## config.mk

```make
export PLATFORM = sky130hd
export DESIGN_NAME = nan_sel_top
export DESIGN_NICKNAME = d
export VERILOG_FILES = /design/src/rtl/nan_sel_pkg.sv /design/src/rtl/nan_rule_reg.sv /design/src/rtl/nan_classify.sv /design/src/rtl/nan_pick.sv /design/src/rtl/nan_sel_top.sv
export SDC_FILE = /design/constraint.sdc
export NUM_CORES = 1
export LEC_CHECK = 0
export CAP_MARGIN = 20
export CORE_MARGIN = 5
export CORE_UTILIZATION = 38
export DETAILED_ROUTE_END_ITERATION = 6
export PLACE_DENSITY = 0.93
export SLEW_MARGIN = 20
export SYNTH_ARGS = -nofsm -noshare
export SYNTH_HDL_FRONTEND = slang
export SYNTH_SLANG_ARGS = --single-unit
```

## constraint.sdc

```tcl
create_clock -name clk -period 10.35 [get_ports clk]
set_clock_uncertainty 0.05 [all_clocks]
set_input_delay 2.07 -clock clk [delete_from_list [all_inputs] [get_ports clk]]
set_output_delay 2.07 -clock clk [all_outputs]
set_load 0.02 [all_outputs]
```

## src/rtl/nan_sel_pkg.sv

```systemverilog
package nan_sel_pkg;
  typedef enum logic {
    RULE_MAGNITUDE = 1'b0,
    RULE_FIRST     = 1'b1
  } nan_rule_e;
endpackage

```

## src/rtl/nan_rule_reg.sv

```systemverilog
module nan_rule_reg
  import nan_sel_pkg::*;
(
  input  logic      clk,
  input  logic      rst_n,
  input  logic      sel_i,
  output nan_rule_e rule_o
);
  nan_rule_e rule_q, rule_d;
  logic      armed_q, armed_d;
  logic      cap_en;

  assign cap_en = ~armed_q;

  always_comb begin
    rule_d  = rule_q;
    armed_d = armed_q;
    if (cap_en) begin
      rule_d  = nan_rule_e'(sel_i);
      armed_d = 1'b1;
    end
  end

  always_ff @(posedge clk or negedge rst_n) begin
    if (!rst_n) begin
      rule_q  <= RULE_MAGNITUDE;
      armed_q <= 1'b0;
    end else if (cap_en) begin
      rule_q  <= rule_d;
      armed_q <= armed_d;
    end
  end

  assign rule_o = rule_q;
endmodule

```

## src/rtl/nan_classify.sv

```systemverilog
module nan_classify #(
  parameter int EXP_W  = 8,
  parameter int FRAC_W = 23,
  localparam int W     = 1 + EXP_W + FRAC_W
) (
  input  logic [W-1:0]      op_i,
  output logic              is_nan_o,
  output logic              is_snan_o,
  output logic              sign_o,
  output logic [FRAC_W-1:0] frac_o,
  output logic [W-1:0]      quiet_o
);
  logic [EXP_W-1:0] exp_f;

  assign sign_o    = op_i[W-1];
  assign exp_f     = op_i[W-2:FRAC_W];
  assign frac_o    = op_i[FRAC_W-1:0];
  assign is_nan_o  = (&exp_f) && (|frac_o);
  assign is_snan_o = is_nan_o && !frac_o[FRAC_W-1];
  assign quiet_o   = {op_i[W-1:FRAC_W], 1'b1, op_i[FRAC_W-2:0]};
endmodule

```

## src/rtl/nan_pick.sv

```systemverilog
module nan_pick
  import nan_sel_pkg::*;
#(
  parameter int FRAC_W = 23,
  parameter int W      = 32
) (
  input  nan_rule_e         rule_i,
  input  logic              a_nan_i,
  input  logic              a_snan_i,
  input  logic              a_sign_i,
  input  logic [FRAC_W-1:0] a_frac_i,
  input  logic [W-1:0]      a_quiet_i,
  input  logic              b_nan_i,
  input  logic              b_snan_i,
  input  logic              b_sign_i,
  input  logic [FRAC_W-1:0] b_frac_i,
  input  logic [W-1:0]      b_quiet_i,
  output logic              override_o,
  output logic              invalid_o,
  output logic [W-1:0]      result_o
);
  logic take_b;

  always_comb begin
    take_b = 1'b0;
    if (a_nan_i && b_nan_i) begin
      if (rule_i == RULE_FIRST) begin
        take_b = 1'b0;
      end else if (a_snan_i != b_snan_i) begin
        take_b = a_snan_i;
      end else if (a_frac_i != b_frac_i) begin
        take_b = (b_frac_i > a_frac_i);
      end else begin
        take_b = a_sign_i && !b_sign_i;
      end
    end else begin
      take_b = b_nan_i;
    end
  end

  assign override_o = a_nan_i || b_nan_i;
  assign invalid_o  = a_snan_i || b_snan_i;
  assign result_o   = !override_o ? '0 : (take_b ? b_quiet_i : a_quiet_i);
endmodule

```

## src/rtl/nan_sel_top.sv

```systemverilog
module nan_sel_top
  import nan_sel_pkg::*;
#(
  parameter bit  DOUBLE_PREC = 1'b0,
  localparam int EXP_W  = DOUBLE_PREC ? 11 : 8,
  localparam int FRAC_W = DOUBLE_PREC ? 52 : 23,
  localparam int W      = 1 + EXP_W + FRAC_W
) (
  input  logic         clk,
  input  logic         rst_n,
  input  logic         rule_sel_i,
  input  logic [W-1:0] opa_i,
  input  logic [W-1:0] opb_i,
  output logic         nan_override_o,
  output logic [W-1:0] nan_result_o,
  output logic         invalid_o
);
  nan_rule_e         rule;
  logic [1:0]        is_nan, is_snan, sign;
  logic [FRAC_W-1:0] frac [2];
  logic [W-1:0]      quiet [2];
  logic [W-1:0]      ops [2];

  assign ops[0] = opa_i;
  assign ops[1] = opb_i;

  nan_rule_reg u_rule (
    .clk    (clk),
    .rst_n  (rst_n),
    .sel_i  (rule_sel_i),
    .rule_o (rule)
  );

  for (genvar g = 0; g < 2; g++) begin : g_cls
    nan_classify #(.EXP_W(EXP_W), .FRAC_W(FRAC_W)) u_cls (
      .op_i      (ops[g]),
      .is_nan_o  (is_nan[g]),
      .is_snan_o (is_snan[g]),
      .sign_o    (sign[g]),
      .frac_o    (frac[g]),
      .quiet_o   (quiet[g])
    );
  end

  nan_pick #(.FRAC_W(FRAC_W), .W(W)) u_pick (
    .rule_i     (rule),
    .a_nan_i    (is_nan[0]),
    .a_snan_i   (is_snan[0]),
    .a_sign_i   (sign[0]),
    .a_frac_i   (frac[0]),
    .a_quiet_i  (quiet[0]),
    .b_nan_i    (is_nan[1]),
    .b_snan_i   (is_snan[1]),
    .b_sign_i   (sign[1]),
    .b_frac_i   (frac[1]),
    .b_quiet_i  (quiet[1]),
    .override_o (nan_override_o),
    .invalid_o  (invalid_o),
    .result_o   (nan_result_o)
  );
endmodule

```

Yosys cells after proc, flatten, opt, wreduce, memory -nomap -nowiden
Index checks and enable logic that the tools add are counted.
{ "totals": {"register_bits": 2, "in_bits": 67, "word_cells": 26} }
{ "classes": {"magnitude_cmp": 1, "eq_ne": 2, "mux": 6, "reduce_logical": 15} }
{ "ops": {"columns": ["op", "n"], "rows": [
  ["$mux W32", 2],
  ["$reduce_or A23 Y1", 2],
  ["$gt A23 B23 Y1", 1],
  ["$ne A23 B23 Y1", 1],
  ["$reduce_and A8 Y1", 2],
  ["$logic_and A1 B1 Y1", 6],
  ["$mux W1", 4],
  ["$logic_not A1 Y1", 3],
  ["$logic_or A1 B1 Y1", 2],
  ["$ne A1 B1 Y1", 1]
]} }

Longest topological paths before layout
{ "depth": {"ltp_word": 9, "depth_mapped": 11} }

Cells and area by module
From an unflattened synthesis, not the netlist that was laid out.
{ "unflattened": {"cells_unflattened": 275, "hier_area_um2": 2082.0} }
{ "modules_own_cells": {"columns": ["mod", "n_inst", "cells_per_inst", "area_each_um2", "seq_area_each_um2"], "rows": [
  ["nan_classify", 2, 69, 515.5, 0.0],
  ["nan_pick", 1, 133, 982.2, 0.0],
  ["nan_rule_reg", 1, 4, 68.8, 50.0]
]} }

Least setup slack after synthesis
Ideal clock, no wire load.
{ "synth_timing": {"path_kind": "input to output", "start": "input port opb_i[10]", "end": "output port nan_result_o[0]", "arrival_ps": 4479, "required_ps": 8230, "path_slack_ps": 3751, "path_stages": 10, "cell_sequence": "nor4_1 nand4_1 o21ai_1 clkbuf_1 or2_2 ha_1 a2111oi_2 a21oi_4 buf_12 mux2i_1"} }
{ "synth_via": {"elab_chain_cells": 9, "word_cells_on_any_way": 14, "classes_between": "1 x order compare; 2 x eq/ne; 6 x mux; 5 x reduce/logical"} }
{ "synth_rtl": {"columns": ["item", "line", "text"], "rows": [
  ["start, declared", "nan_sel_top.sv:13", "input logic [W-1:0] opb_i,"],
  ["parallel branches: the longest is 8 deep, another holds $gt A23 B23 Y1", null, null],
  ["$mux W32 *", "nan_pick.sv:43", "assign result_o = !override_o ? '0 : (take_b ? b_quiet_i : a_quiet_i);"],
  ["end, declared", "nan_sel_top.sv:15", "output logic [W-1:0] nan_result_o,"]
]} }
Every way passes the cells marked *.

Worst setup path after layout
{ "layout_timing": {"start": "input port opb_i[1]", "end": "output port nan_result_o[1]"} }
The elaborated chain is that of the path after synthesis.

==> run_summary.xml <==
<?xml version="1.0" encoding="UTF-8"?>
<metrics>
  <group name="cells_and_area">
    <metric name="final_net_count" unit="">374</metric>
    <metric name="final_util" unit="">0.675</metric>
    <metric name="post_route_cells_drive_above_1_share" unit="">0.103</metric>
    <metric name="number_of_fill_cells_in_the_layout" unit="">301</metric>
    <metric name="final_cell_mix" unit="">sky130_fd_sc_hd__clkdlybuf4s50_1 (100), sky130_fd_sc_hd__inv_1 (29), sky130_fd_sc_hd__ha_1 (24)</metric>
    <metric name="synthToLayoutAreaGrowth" unit="%">75.1</metric>
    <metric name="n_antenna_cell" unit="">0</metric>
    <metric name="final_std_cells_w_o_fill" unit="">329</metric>
    <metric name="mostFrequentLayoutCell" unit="">sky130_fd_sc_hd__clkdlybuf4s50_1</metric>
  </group>
  <group name="timing">
    <metric name="period_minus_slack" unit="ps">8250</metric>
    <metric name="relSlewSlack" unit="">0.325</metric>
    <metric name="min_period_over_period" unit="">0.797</metric>
    <metric name="timing.final.max_slew_violations" unit="">0</metric>
    <metric name="fin_tns_setup" unit="ps">0</metric>
    <metric name="timing_hold_violations_final" unit="">0</metric>
    <metric name="grt_setup_unrepaired" unit="">no</metric>
    <metric name="finalSetupViolCount" unit="">0</metric>
    <metric name="fmax" unit="MHz">121</metric>
    <metric name="worst_pin_slew" unit="ps">1010</metric>
  </group>
  <group name="logic_synthesis">
    <metric name="post_synth_num_cell_types" unit="">34</metric>
    <metric name="async_flop_share" unit="">1.00</metric>
    <metric name="ys_seq_area_frac" unit="">0.0360</metric>
    <metric name="synth.avg_cell_area" unit="um^2">7.55</metric>
    <metric name="synthesis.nets" unit="">275</metric>
    <metric name="netlist_instances" unit="">184</metric>
    <metric name="yosys_warnings" unit="">0</metric>
    <metric name="synth_enable_flop_cells" unit="">0</metric>
    <metric name="postSynthRegisterBits" unit="">2</metric>
    <metric name="mapped_cell_area" unit="um^2">1390</metric>
    <metric name="ys_dominant_reg_cell" unit="">sky130_fd_sc_hd__dfrtp_1</metric>
  </group>
  <group name="clocking">
    <metric name="clk_transition_reported_paths" unit="ps">30</metric>
    <metric name="cts_repair_resize_count" unit="">0</metric>
    <metric name="cts_buffer_depth" unit="">2</metric>
    <metric name="tritoncts" unit="">built</metric>
    <metric name="post_cts_hold_buffer_count" unit="">0</metric>
    <metric name="cts.sinks" unit="">2</metric>
    <metric name="cts-buffers-inserted" unit="">3</metric>
    <metric name="post_cts_buffers" unit="">0</metric>
    <metric name="cts-root-buf" unit="">sky130_fd_sc_hd__clkbuf_8</metric>
    <metric name="h_tree_lvls" unit="">1</metric>
    <metric name="worst_skew_pair.late_latency" unit="ps">210</metric>
  </group>
  <group name="placement">
    <metric name="numPlacedInstances" unit="">326</metric>
    <metric name="place.gp.congestion" unit="">0.883</metric>
    <metric name="dp_hpwl" unit="um">4070</metric>
    <metric name="buffer_ports.inserted" unit="">100</metric>
  </group>
  <group name="route">
    <metric name="detail_route.wirelength.met1" unit="um">1800</metric>
    <metric name="routed-wl-met2" unit="um">2380</metric>
    <metric name="via_per_inst" unit="">5.12</metric>
    <metric name="via_count" unit="">1683</metric>
    <metric name="route.detailed.wl_per_inst" unit="um">14.0</metric>
    <metric name="detailedRoute.firstPassIterationCount" unit="">4</metric>
    <metric name="wl_met3" unit="um">417</metric>
    <metric name="antenna_violating_nets_post_route" unit="">0</metric>
    <metric name="remaining_drc_errors" unit="">0</metric>
    <metric name="maxUsedRoutingLayer" unit="">met4</metric>
    <metric name="drt_first_iter_violations" unit="">39</metric>
    <metric name="postRouteWirelength" unit="um">4610</metric>
  </group>
  <group name="global_route">
    <metric name="grt_start_max_net_pins" unit="">25</metric>
    <metric name="antenna_found_initial" unit="">0</metric>
    <metric name="global_routing_usage_summed_across_all_routing_layers" unit="">0.179</metric>
    <metric name="grt_remaining_overflow" unit="">0</metric>
    <metric name="wire_length_of_the_first_global_routing_pass" unit="um">7500</metric>
    <metric name="first_global_vias" unit="">1787</metric>
  </group>
  <group name="critical_path">
    <metric name="arrival" unit="ps">6130</metric>
    <metric name="timing_worst_setup_path_type" unit="">input port to primary output</metric>
    <metric name="rr_endpoint" unit="">u_rule.rule_o$_DFFE_PN0N_</metric>
    <metric name="setup.reg_to_reg.worst_slack" unit="ps">9530</metric>
    <metric name="worstSetupStartpointType" unit="">input port</metric>
    <metric name="end_kind" unit="">primary output</metric>
    <metric name="required" unit="ps">8230</metric>
    <metric name="worstRegToRegCells" unit="">1</metric>
    <metric name="critical_path.max_fanout" unit="">23</metric>
    <metric name="rr_startpoint" unit="">u_rule.rule_o$_DFFE_PN0N_</metric>
  </group>
  <group name="floorplan">
    <metric name="die_width" unit="um">70.5</metric>
    <metric name="io-pin-count" unit="">101</metric>
    <metric name="start_util" unit="">0.385</metric>
    <metric name="die_height" unit="um">70.5</metric>
    <metric name="placeable_core_area" unit="um^2">3610</metric>
    <metric name="row_count" unit="">22</metric>
    <metric name="floorplan.die_area" unit="um^2">4960</metric>
  </group>
  <group name="power_and_ir_drop">
    <metric name="max-vdd-ir-drop" unit="mV">0.107</metric>
    <metric name="total_power" unit="W">0.0000991</metric>
    <metric name="pwr_density_cell" unit="nW/um^2">40.7</metric>
    <metric name="leakage" unit="nW">1.19</metric>
  </group>
  <group name="hold_path">
    <metric name="hold_path_end" unit="">u_rule.rule_o$_DFFE_PN0N_</metric>
    <metric name="hp_start" unit="">u_rule.armed_q$_DFF_PN0_</metric>
    <metric name="min_path_cells" unit="">1</metric>
    <metric name="min_path_type" unit="">flip-flop to flip-flop</metric>
  </group>
  <group name="status">
    <metric name="run_status" unit="">finished, final reports clean</metric>
  </group>
  <group name="job">
    <metric name="drv_cap" unit="">0</metric>
  </group>
</metrics>
[where the power goes]
part | internal (W) | total, W | leakage [nW] | switching (W)
Sequential | 0.00000848 | 0.00000890 | 0.0233 | 0.000000417
Combinational | 0.0000355 | 0.0000596 | 1.15 | 0.0000241
Clock | 0.0000246 | 0.0000306 | 0.0216 | 0.00000598
[cell type report]
type,instances,area (um^2),share of cell area
multi-input combinational,147,1170,0.481
inverter,29,109,0.0448
timing repair buffer,100,1000,0.412
sequential,2,50.0,0.0206
tap,48,60.1,0.0247
clock buffer,3,41.3,0.0170
[cells in the mapped netlist (all sizes together) (2+ instances only)]
| master | number | share of area |
|---|---|---|
| a211oi | 2 | 0.011 |
| dfrtp | 2 | 0.036 |
| nor4 | 10 | 0.045 |
| nor3 | 6 | 0.022 |
| clkbuf | 3 | 0.0081 |
| ha | 24 | 0.22 |
| nand2 | 21 | 0.057 |
| a21oi | 11 | 0.053 |
| mux2i | 4 | 0.029 |
| mux2 | 20 | 0.21 |
| o21a | 3 | 0.016 |
| o21ai | 4 | 0.017 |
| buf | 3 | 0.034 |
| nand4 | 10 | 0.045 |
| a21o | 3 | 0.016 |
| inv | 29 | 0.078 |
| nor2 | 18 | 0.049 |
[critical path, cell delays in order]
cell and delay, ps:
sky130_fd_sc_hd__clkdlybuf4s50_1 440, sky130_fd_sc_hd__nor4_1 430, sky130_fd_sc_hd__nand4_1 170, sky130_fd_sc_hd__o21ai_1 590, sky130_fd_sc_hd__or2_2 220, sky130_fd_sc_hd__ha_1 240
sky130_fd_sc_hd__nand3_1 90, sky130_fd_sc_hd__a21oi_1 100, sky130_fd_sc_hd__a21oi_4 810, sky130_fd_sc_hd__mux2_2 420, sky130_fd_sc_hd__clkdlybuf4s50_1 550
[per-layer routing]
layer,global-route usage,vias up
met3,0.0504,2
met5,0,-
met2,0.347,67
li1,-,848
met1,0.189,766
met4,0.0340,0
[worst max path at each step]
stage                     slack (ps)      start               to
after CTS                       2070   opb_i[1]  nan_result_o[1]
after floorplan                 3750  opb_i[10]  nan_result_o[0]
after global placement          2100   opb_i[1]  nan_result_o[2]
after global routing            1820   opb_i[1]  nan_result_o[2]
final                           2100   opb_i[1]  nan_result_o[1]
after detailed placement        2090   opb_i[1]  nan_result_o[1]
[logic make-up (layout without fill, tap and decap cells)]
kind of cell / after synthesis / after routing / synth area share
buffers and inverters: 35 / 132 / 0.121
adder cells (fa/ha/maj): 24 / 24 / 0.216
AO/OA/AOI/OAI: 27 / 27 / 0.143
AND/OR/NAND/NOR: 71 / 71 / 0.247
flip-flops: 2 / 2 / 0.0360
other: 1 / 1 / 0.00270
multiplexers: 24 / 24 / 0.234
[sequential cells by signal, summed over array words and instances (netlist names)]
register / cells
u_rule.armed_q: 1
u_rule.rule_o: 1
[stage by stage]
stage / instance area [um^2] / hold slack [ps] / worst slack [ps]
final: 2430 / 441 / 2100
after global routing: 2430 / 470 / 1820
after CTS: 2430 / 446 / 2070
after detailed placement: 2390 / 444 / 2090
after global placement: 2390 / 434 / 2100
after floorplan: 1390 / 427 / 3750
Power figures use the tool's default switching activity.
